File: config.mk
export PLATFORM = sky130hd
export DESIGN_NAME = gram_ptr_gen
export DESIGN_NICKNAME = d
export VERILOG_FILES = /design/src/rtl/gram_pkg.sv /design/src/rtl/gram_window_regs.sv /design/src/rtl/gram_advance.sv /design/src/rtl/gram_wr_stage.sv /design/src/rtl/gram_ptr_gen.sv
export SDC_FILE = /design/constraint.sdc
export NUM_CORES = 1
export LEC_CHECK = 0
export BUFFER_PORTS_ARGS = -buffer_cell sky130_fd_sc_hd__buf_2
export CORE_MARGIN = 5
export CORE_UTILIZATION = 38
export DETAILED_ROUTE_END_ITERATION = 8
export GPL_TIMING_DRIVEN = 0
export PLACE_DENSITY = 0.68
export SYNTH_ARGS = -nofsm -noshare
export SYNTH_HDL_FRONTEND = slang
export SYNTH_SLANG_ARGS = --single-unit
File: constraint.sdc
create_clock -name clk -period 6.35 [get_ports clk]
set_input_delay 0.635 -clock clk [delete_from_list [all_inputs] [get_ports clk]]
set_output_delay 0.635 -clock clk [all_outputs]
set_load 0.03 [all_outputs]
File: src/rtl/gram_pkg.sv
package gram_pkg;

   typedef enum logic [1:0] {
      AM_HORIZ = 2'd0,
      AM_VERT  = 2'd1,
      AM_PAGE  = 2'd2,
      AM_BAD   = 2'd3
   } addr_mode_e;

   typedef enum logic [2:0] {
      OP_MODE       = 3'd0,
      OP_COL_START  = 3'd1,
      OP_COL_END    = 3'd2,
      OP_PAGE_START = 3'd3,
      OP_PAGE_END   = 3'd4,
      OP_PAGE_SEL   = 3'd5,
      OP_COL_LO     = 3'd6,
      OP_COL_HI     = 3'd7
   } ptr_op_e;

endpackage

File: src/rtl/gram_window_regs.sv
module gram_window_regs
   import gram_pkg::*;
#(
   parameter int COL_W  = 7,
   parameter int PAGE_W = 3,
   parameter int ARG_W  = 8
) (
   input  logic              clk,
   input  logic              rst_n,
   input  logic              cmd_valid,
   input  ptr_op_e           cmd_op,
   input  logic [ARG_W-1:0]  cmd_arg,
   output addr_mode_e        mode,
   output logic [COL_W-1:0]  col_lo,
   output logic [COL_W-1:0]  col_hi,
   output logic [PAGE_W-1:0] page_lo,
   output logic [PAGE_W-1:0] page_hi
);

   localparam logic [COL_W-1:0]  COL_MAX  = '1;
   localparam logic [PAGE_W-1:0] PAGE_MAX = '1;

   generate
      if (ARG_W > COL_W) begin : g_arg_spare
         logic arg_unused;
         assign arg_unused = ^cmd_arg[ARG_W-1:COL_W];
      end
   endgenerate

   always_ff @(posedge clk) begin
      if (!rst_n) begin
         mode    <= AM_PAGE;
         col_lo  <= '0;
         col_hi  <= COL_MAX;
         page_lo <= '0;
         page_hi <= PAGE_MAX;
      end else if (cmd_valid) begin
         case (cmd_op)
            OP_MODE:       mode    <= addr_mode_e'(cmd_arg[1:0]);
            OP_COL_START:  col_lo  <= cmd_arg[COL_W-1:0];
            OP_COL_END:    col_hi  <= cmd_arg[COL_W-1:0];
            OP_PAGE_START: page_lo <= cmd_arg[PAGE_W-1:0];
            OP_PAGE_END:   page_hi <= cmd_arg[PAGE_W-1:0];
            default: ;
         endcase
      end
   end

   // Window limits move only under a command
   assert_win_quiet_R8: assert property (@(posedge clk) disable iff (!rst_n)
      !cmd_valid |=> ($stable(col_lo) && $stable(col_hi) &&
                      $stable(page_lo) && $stable(page_hi)));

endmodule

File: src/rtl/gram_advance.sv
module gram_advance
   import gram_pkg::*;
#(
   parameter int COL_W  = 7,
   parameter int PAGE_W = 3
) (
   input  addr_mode_e        mode,
   input  logic [COL_W-1:0]  col,
   input  logic [PAGE_W-1:0] page,
   input  logic [COL_W-1:0]  col_lo,
   input  logic [COL_W-1:0]  col_hi,
   input  logic [PAGE_W-1:0] page_lo,
   input  logic [PAGE_W-1:0] page_hi,
   output logic [COL_W-1:0]  nxt_col,
   output logic [PAGE_W-1:0] nxt_page
);

   localparam logic [COL_W-1:0]  COL_ONE  = 1;
   localparam logic [PAGE_W-1:0] PAGE_ONE = 1;

   logic              col_done, page_done;
   logic [COL_W-1:0]  col_step;
   logic [PAGE_W-1:0] page_step;

   assign col_done  = (col >= col_hi);
   assign page_done = (page >= page_hi);
   assign col_step  = col_done  ? col_lo  : (col + COL_ONE);
   assign page_step = page_done ? page_lo : (page + PAGE_ONE);

   always_comb begin
      nxt_col  = col;
      nxt_page = page;
      case (mode)
         AM_HORIZ: begin
            nxt_col = col_step;
            if (col_done) nxt_page = page_step;
         end
         AM_VERT: begin
            nxt_page = page_step;
            if (page_done) nxt_col = col_step;
         end
         AM_PAGE: begin
            if (!col_done) nxt_col = col + COL_ONE;
         end
         default: ;
      endcase
   end

endmodule

File: src/rtl/gram_wr_stage.sv
module gram_wr_stage #(
   parameter int COL_W   = 7,
   parameter int PAGE_W  = 3,
   parameter int PIX_W   = 8,
   parameter bit REG_OUT = 1'b1
) (
   input  logic              clk,
   input  logic              rst_n,
   input  logic              wr_acc,
   input  logic [COL_W-1:0]  col,
   input  logic [PAGE_W-1:0] page,
   input  logic [PIX_W-1:0]  pix,
   input  logic              redraw_ack,
   output logic              mem_we,
   output logic [COL_W-1:0]  mem_col,
   output logic [PAGE_W-1:0] mem_page,
   output logic [PIX_W-1:0]  mem_pix,
   output logic              redraw
);

   generate
      if (REG_OUT) begin : g_reg
         always_ff @(posedge clk) begin
            if (!rst_n) begin
               mem_we   <= 1'b0;
               mem_col  <= '0;
               mem_page <= '0;
               mem_pix  <= '0;
            end else begin
               mem_we <= wr_acc;
               if (wr_acc) begin
                  mem_col  <= col;
                  mem_page <= page;
                  mem_pix  <= pix;
               end
            end
         end

         // one pulse per accepted byte, none otherwise
         assert_we_follows_R2: assert property (@(posedge clk) disable iff (!rst_n)
            wr_acc |=> mem_we);
         assert_we_idle_R2: assert property (@(posedge clk) disable iff (!rst_n)
            !wr_acc |=> !mem_we);
         assert_addr_R2: assert property (@(posedge clk) disable iff (!rst_n)
            wr_acc |=> (mem_col == $past(col) && mem_page == $past(page)));
      end else begin : g_comb
         assign mem_we   = wr_acc;
         assign mem_col  = col;
         assign mem_page = page;
         assign mem_pix  = pix;
      end
   endgenerate

   always_ff @(posedge clk) begin
      if (!rst_n)          redraw <= 1'b0;
      else if (wr_acc)     redraw <= 1'b1;
      else if (redraw_ack) redraw <= 1'b0;
   end

   assert_redraw_set_R11: assert property (@(posedge clk) disable iff (!rst_n)
      wr_acc |=> redraw);
   assert_redraw_clr_R11: assert property (@(posedge clk) disable iff (!rst_n)
      (redraw_ack && !wr_acc) |=> !redraw);

endmodule

File: src/rtl/gram_ptr_gen.sv
module gram_ptr_gen
   import gram_pkg::*;
#(
   parameter int COL_W   = 7,
   parameter int PAGE_W  = 3,
   parameter int ARG_W   = 8,
   parameter bit REG_OUT = 1'b1
) (
   input  logic              clk,
   input  logic              rst_n,
   input  logic              wr_byte_i,
   input  logic [7:0]        wr_data_i,
   input  logic              cmd_valid_i,
   input  logic [2:0]        cmd_op_i,
   input  logic [ARG_W-1:0]  cmd_arg_i,
   input  logic              redraw_ack_i,
   output logic              mem_we_o,
   output logic [COL_W-1:0]  mem_col_o,
   output logic [PAGE_W-1:0] mem_page_o,
   output logic [7:0]        mem_pix_o,
   output logic [COL_W-1:0]  ptr_col_o,
   output logic [PAGE_W-1:0] ptr_page_o,
   output logic              redraw_o
);

   localparam int PIX_W   = 8;
   localparam int NIB_W   = 4;
   localparam int HI_W    = COL_W - NIB_W;
   localparam logic [COL_W-1:0]  COL_ONE  = 1;
   localparam logic [PAGE_W-1:0] PAGE_ONE = 1;

   generate
      if (COL_W <= NIB_W) begin : g_bad_col
         $error("COL_W must exceed the 4-bit low nibble");
      end
      if (ARG_W < COL_W) begin : g_bad_arg
         $error("ARG_W must cover the column width");
      end
      if (PAGE_W < 1) begin : g_bad_page
         $error("PAGE_W must be at least 1");
      end
      if (ARG_W > COL_W) begin : g_arg_spare
         logic arg_unused;
         assign arg_unused = ^cmd_arg_i[ARG_W-1:COL_W];
      end
   endgenerate

   ptr_op_e           op;
   addr_mode_e        mode;
   logic [COL_W-1:0]  col_lo, col_hi, col_q, col_nx;
   logic [PAGE_W-1:0] page_lo, page_hi, page_q, page_nx;
   logic              wr_acc;

   assign op     = ptr_op_e'(cmd_op_i);
   assign wr_acc = wr_byte_i && !cmd_valid_i;   // command wins a collision

   gram_window_regs #(.COL_W(COL_W), .PAGE_W(PAGE_W), .ARG_W(ARG_W)) u_win (
      .clk       (clk),
      .rst_n     (rst_n),
      .cmd_valid (cmd_valid_i),
      .cmd_op    (op),
      .cmd_arg   (cmd_arg_i),
      .mode      (mode),
      .col_lo    (col_lo),
      .col_hi    (col_hi),
      .page_lo   (page_lo),
      .page_hi   (page_hi)
   );

   gram_advance #(.COL_W(COL_W), .PAGE_W(PAGE_W)) u_adv (
      .mode     (mode),
      .col      (col_q),
      .page     (page_q),
      .col_lo   (col_lo),
      .col_hi   (col_hi),
      .page_lo  (page_lo),
      .page_hi  (page_hi),
      .nxt_col  (col_nx),
      .nxt_page (page_nx)
   );

   always_ff @(posedge clk) begin
      if (!rst_n) begin
         col_q  <= '0;
         page_q <= '0;
      end else if (cmd_valid_i) begin
         case (op)
            OP_COL_START:  col_q  <= cmd_arg_i[COL_W-1:0];
            OP_PAGE_START: page_q <= cmd_arg_i[PAGE_W-1:0];
            OP_PAGE_SEL:   page_q <= cmd_arg_i[PAGE_W-1:0];
            OP_COL_LO:     col_q[NIB_W-1:0]     <= cmd_arg_i[NIB_W-1:0];
            OP_COL_HI:     col_q[COL_W-1:NIB_W] <= cmd_arg_i[HI_W-1:0];
            default: ;
         endcase
      end else if (wr_acc) begin
         col_q  <= col_nx;
         page_q <= page_nx;
      end
   end

   gram_wr_stage #(.COL_W(COL_W), .PAGE_W(PAGE_W), .PIX_W(PIX_W), .REG_OUT(REG_OUT)) u_wr (
      .clk        (clk),
      .rst_n      (rst_n),
      .wr_acc     (wr_acc),
      .col        (col_q),
      .page       (page_q),
      .pix        (wr_data_i),
      .redraw_ack (redraw_ack_i),
      .mem_we     (mem_we_o),
      .mem_col    (mem_col_o),
      .mem_page   (mem_page_o),
      .mem_pix    (mem_pix_o),
      .redraw     (redraw_o)
   );

   assign ptr_col_o  = col_q;
   assign ptr_page_o = page_q;

   assert_horiz_step_R3: assert property (@(posedge clk) disable iff (!rst_n)
      (wr_acc && mode == AM_HORIZ && col_q < col_hi)
         |=> (col_q == $past(col_q) + COL_ONE && $stable(page_q)));

   assert_vert_step_R4: assert property (@(posedge clk) disable iff (!rst_n)
      (wr_acc && mode == AM_VERT && page_q < page_hi)
         |=> (page_q == $past(page_q) + PAGE_ONE && $stable(col_q)));

   assert_page_fixed_R5: assert property (@(posedge clk) disable iff (!rst_n)
      (wr_acc && mode == AM_PAGE) |=> $stable(page_q));

   assert_page_stop_R5: assert property (@(posedge clk) disable iff (!rst_n)
      (wr_acc && mode == AM_PAGE && col_q >= col_hi) |=> $stable(col_q));

   assert_bad_mode_R6: assert property (@(posedge clk) disable iff (!rst_n)
      (wr_acc && mode == AM_BAD) |=> ($stable(col_q) && $stable(page_q)));

   assert_collide_R12: assert property (@(posedge clk) disable iff (!rst_n)
      (cmd_valid_i && op == OP_MODE) |=> ($stable(col_q) && $stable(page_q)));

endmodule

=== Yosys cells after proc, flatten, opt, wreduce, memory -nomap -nowiden ===
Cells that the tools add are included.

* Order comparisons: 2
* Reductions and logical operators: 18
* Equal/unequal tests: 15
* Add/sub/neg operators: 2
* Mux-type cells: 16

{| class="wikitable"
|+ Operator list
! operator !! number
|-
| two-way mux 7 bit || 5
|-
| case mux 7 bit (3 select lines) || 1
|-
| two-way mux 3 bit || 5
|-
| == test 3 bit, second input constant || 4
|-
| case mux 3 bit (2 select lines) || 2
|-
| AND reduction 2 bit || 5
|-
| AND reduction 5 bit || 2
|-
| adder 7 x 1 -> 7 bit, second input constant || 1
|-
| >= comparator 7 bit || 1
|-
| == test 3 x 2 -> 1 bit, second input constant || 2
|-
| != test 3 x 2 -> 1 bit, second input constant || 2
|-
| two-way mux 4 bit || 1
|-
| != test 2 bit, second input constant || 2
|-
| AND reduction 4 bit || 1
|-
| nonzero test 2 bit || 2
|-
| nonzero test 4 bit || 1
|-
| OR reduction 2 bit || 2
|-
| adder 3 x 1 -> 3 bit, second input constant || 1
|-
| == test 3 x 1 -> 1 bit, second input constant || 1
|-
| >= comparator 3 bit || 1
|-
| zero test 3 bit || 1
|-
| != test 3 x 1 -> 1 bit, second input constant || 1
|-
| != test 3 bit, second input constant || 1
|-
| nonzero test 3 bit || 1
|-
| other kinds (6) || 7
|}

* Word-level logic and storage cells: 66
* Output and inout bits: 30
* Bits in registers: 52

=== Logic depth before layout (Yosys ltp) ===
* Word-level depth: 6
* Gate-level depth with buffers: 8
* Depth with buffers taken out: 8

=== By module ===
A second synthesis with hierarchy kept.

* Cells, all modules: 338
* Area, all modules: 3015.4 µm²

{| class="wikitable"
|+ By module, submodules not included
! module !! area an instance (µm²) !! times used !! cells each
|-
| gram_window_regs || 923.4 || 1 || 91
|-
| gram_advance || 787.0 || 1 || 120
|-
| gram_wr_stage || 743.2 || 1 || 63
|-
| gram_ptr_gen || 561.8 || 1 || 64
|}

=== Worst setup path before layout ===
Ideal clock, no wire load.

* Path kind: flip-flop to flip-flop
* From: register col_q[4], in the netlist ptr_col_o[4]
* To: register col_q[0], in the netlist ptr_col_o[0]
* Setup slack: 3.993 ns
* Period minus slack after synthesis: 2.357 ns
* Arrival: 2.241 ns
* Stages on the path, launching flop included: 8
* Cell sequence: dfxtp_1 -> ha_1 -> a21o_1 -> a221o_1 -> a41oi_2 -> nor2_2 -> a211o_1 -> a41o_1

* Longest elaborated chain between the ends: 6
* Elaborated cells between the ends (all ways): 8
* Classes of those cells: order compare: 1; eq/ne: 1; mux: 5; reduce/logical: 1

{| class="wikitable"
|+ RTL lines
! what !! RTL line !! source
|-
| start: declaration || gram_ptr_gen.sv:50 || <nowiki>logic [COL_W-1:0] col_lo, col_hi, col_q, col_nx;</nowiki>
|-
| start signal: assignment || gram_ptr_gen.sv:88 || <nowiki>OP_COL_START: col_q <= cmd_arg_i[COL_W-1:0];</nowiki>
|-
| start signal: indexed assignment || gram_ptr_gen.sv:91 || <nowiki>OP_COL_LO: col_q[NIB_W-1:0] <= cmd_arg_i[NIB_W-1:0];</nowiki>
|-
| start signal: indexed assignment || gram_ptr_gen.sv:92 || <nowiki>OP_COL_HI: col_q[COL_W-1:NIB_W] <= cmd_arg_i[HI_W-1:0];</nowiki>
|-
| >= comparator 7 bit (*) || gram_advance.sv:25 || <nowiki>assign col_done = (col >= col_hi);</nowiki>
|-
| two-way mux 7 bit || gram_advance.sv:27 || <nowiki>assign col_step = col_done ? col_lo : (col + COL_ONE);</nowiki>
|-
| two-way mux 7 bit || gram_advance.sv:40 || <nowiki>if (page_done) nxt_col = col_step;</nowiki>
|-
| case mux 7 bit (3 select lines) || gram_advance.sv:33 || <nowiki>case (mode)</nowiki>
|-
| two-way mux 7 bit || gram_ptr_gen.sv:95 || <nowiki>end else if (wr_acc) begin</nowiki>
|-
| two-way mux 7 bit || gram_ptr_gen.sv:86 || <nowiki>end else if (cmd_valid_i) begin</nowiki>
|}

Every way passes the cells marked *; elsewhere a longest branch is shown, timed or not. The select of a mux whose other input is x is not followed.
A chain may end at the register's enable or synchronous reset.

=== Final worst setup path ===
Ends and elaborated chain as after synthesis.

==> impl_metrics.ini <==
[global_route]
grt_use_total = 0.155
grt_pass1_vias = 2209
grt_pass1_wl_um = 10900
overflow = 0
grt_max_degree = 16
antenna_found_initial = 0

[setup_path]
cp.arrival_ps = 2610
r2r_end = ptr_col_o[0]
required_ps = 6550
rrSetupSlack_ps = 3940
critPathLaunchType = flip-flop
end_kind = flip-flop
r2r_cells = 7
r2r_start = ptr_col_o[4]
critPathMaxFanout = 7
criticalPathCategory = reg -> reg

[cells_and_area]
stdcell_count = 460
drive_gt1_frac = 0.173
syn2layout_area_growth_pct = 17.7
fin_nets = 402
final_area_um2 = 3110
utilization = 0.458
n_antenna_cell = 0

[detailed_routing]
wl_per_cell_um = 14.0
top_layer = met4
remaining_drc_errors = 0
routed_wl_um = 6440
met1_length_um = 3060
vias_per_cell = 4.97
dr.pass1.iters = 4
via_count = 2288
detail-route-antenna-nets = 0
dr_wl_met3_um = 240
drt_iter0_drc = 105
wl_met2_um = 3040

[synthesis]
syn_area_um2 = 2640
yosysMostFrequentCell = nand2_1
synth_commonest_cells = nand2_1 (59), dfxtp_1 (52), a21boi_0 (20), nor2b_1 (16)
synthCells = 308
synth_flop_cell = dfxtp_1
yosysSeqAreaShare = 0.394
synth-edff-count = 0
synth_top_area_share = 0.394
synth.net_count = 347
yosys_warnings = 0
synth_area_leader_cell = dfxtp_1
post_synth.cell_area_avg_um2 = 8.58
ys_seq_elements = 52
synth.top_cells.by_area = dfxtp_1 (39%), nand2_1 (8.4%), ha_1 (7.1%), a21boi_0 (5.7%), mux2i_1 (4.9%)
synthDistinctLibCells = 38
async_reset_ff_frac = 0

[cts]
cts_sinks = 52
postCtsSetupRepairBufs = 0
h-tree-depth = 2
clk_pin_slew_ps = 90
cts_resized = 0
clockBufferDepth = 2
cts_inserted_buffers = 5
clock_latency_ps = 300
ctsHoldBuffers = 0
cts_root_buffer = clkbuf_8
cts_tree = built

[sta]
setup_ws_ps = 3940
holdWs_ps = 461
final-max-slew-violation-count = 0
min_period_ps = 2410
slew_headroom = 0.609
grt_setup_unrepaired = false
period_share = 0.380
tightest_slew_ps = 580
max_freq_mhz = 415
skew_ps = 7.72
tns_ps = 0
final_hold_viol_count = 0
setup_viol = 0

[placed_design]
io_buffers = 48
place_area_um2 = 3000
dp_hpwl_um = 4870
place_ws_ps = 3950
gp_routability_congestion = 0.809
dp_cells = 452

[hold_path]
whs_path_depth = 2
hold_path.startpoint = u_wr.mem_pix[7]
min_to = u_wr.mem_pix[7]
min_path_type = reg -> reg

[floorplan]
coreArea_um2 = 6790
die_w_um = 93.4
boundaryPins = 54
rows = 30
die_h_um = 93.4
die_area_um2 = 8720
start_util = 0.389

[flow_run]
cap_violations = 0

[power]
p_switching_mw = 0.189
power_switching_share = 0.275
p_seq_frac = 0.516
p_int_mw = 0.498
power_density_nw_per_um2 = 221
leakagePower_nw = 1.37
finalPower_mw = 0.687
p_clk_frac = 0.321
power_frac_comb = 0.163
vdd_drop_max_mv = 0.0973

[outcome]
status = finished, final reports clean
## flip-flops by register name (all words and copies together) (netlist names)
signal         flops
ptr_col_o          7
ptr_page_o         3
u_win.col_hi       7
u_win.col_lo       7
u_win.mode         2
u_win.page_hi      3
u_win.page_lo      3
u_wr.mem_col       7
u_wr.mem_page      3
u_wr.mem_pix       8
u_wr.mem_we        1
u_wr.redraw        1
## cell families after synthesis
logic type / synth area share
fa+ha+maj: 0.0711
xor+xnor: 0.0232
mux: 0.0535
buf+inv: 0.0459
compound gates: 0.208
simple gates: 0.204
flops: 0.394
## how the worst max path moves through the flow
| stage | start | end | slack [ps] | cells past startpoint |
|---|---|---|---|---|
| detailed placement | ptr_col_o[4] | ptr_col_o[0] | 3950 | 7 |
| CTS | ptr_col_o[4] | ptr_col_o[0] | 3940 | 7 |
| global placement | ptr_col_o[0] | ptr_page_o[2] | 3960 | 8 |
| finish | ptr_col_o[4] | ptr_col_o[0] | 3940 | 7 |
| global route | ptr_col_o[4] | ptr_col_o[4] | 3790 | 7 |
| floorplan | ptr_col_o[4] | ptr_col_o[0] | 3990 | 7 |
## worst max-delay path, cell delays in order (launching register included)
cell     delay [ps]
dfxtp_1         460
ha_1            310
a21o_1          190
a221o_1         350
a41oi_2         400
nor2_2           70
a211o_1         300
a41o_1          220
## power by group through the flow
stage	clock network, mW	registers (mW)	logic [mW]
after floorplan	0	0.378	0.0582
after global placement	0	0.362	0.110
after detailed placement	0	0.362	0.112
after CTS	0.230	0.354	0.113
after global routing	0.244	0.357	0.124
final	0.221	0.354	0.112
## per-layer routing
metal | up-vias | GRT usage
met5 | - | 0
met4 | 0 | 0.0415
met3 | 8 | 0.0274
met2 | 40 | 0.261
met1 | 1065 | 0.202
li1 | 1175 | -
## layout make-up
cell class / count / area, um^2
Fill cell: 695 / 3680
Multi-Input combinational cell: 225 / 1480
Sequential cell: 52 / 1040
Timing Repair Buffer: 48 / 240
Tap cell: 96 / 120
Clock buffer: 6 / 72.6
Buffer: 18 / 72.6
Inverter: 13 / 48.8
Clock inverter: 2 / 35.0
## layout by cell type, fill, tap and decap left out, types with 2 or more instances in the layout
cell and count:
o211ai_1 15, clkbuf_1 14, inv_1 13, o21ai_0 8, a211o_1 6, nand3_1 7, buf_2 51, xor2_1 5
mux2i_1 13, clkbuf_8 5, and3b_1 2, a41o_1 2, xnor2_1 2, nor3_1 8, a21boi_0 20, nor2b_1 16
a21oi_1 8, dfxtp_1 52, nor3b_1 3, a31oi_1 6, o211a_1 2, nand2b_1 7, nor2_1 9, nand2_1 59
ha_1 15
No activity file was read; power rests on OpenSTA's default activity.
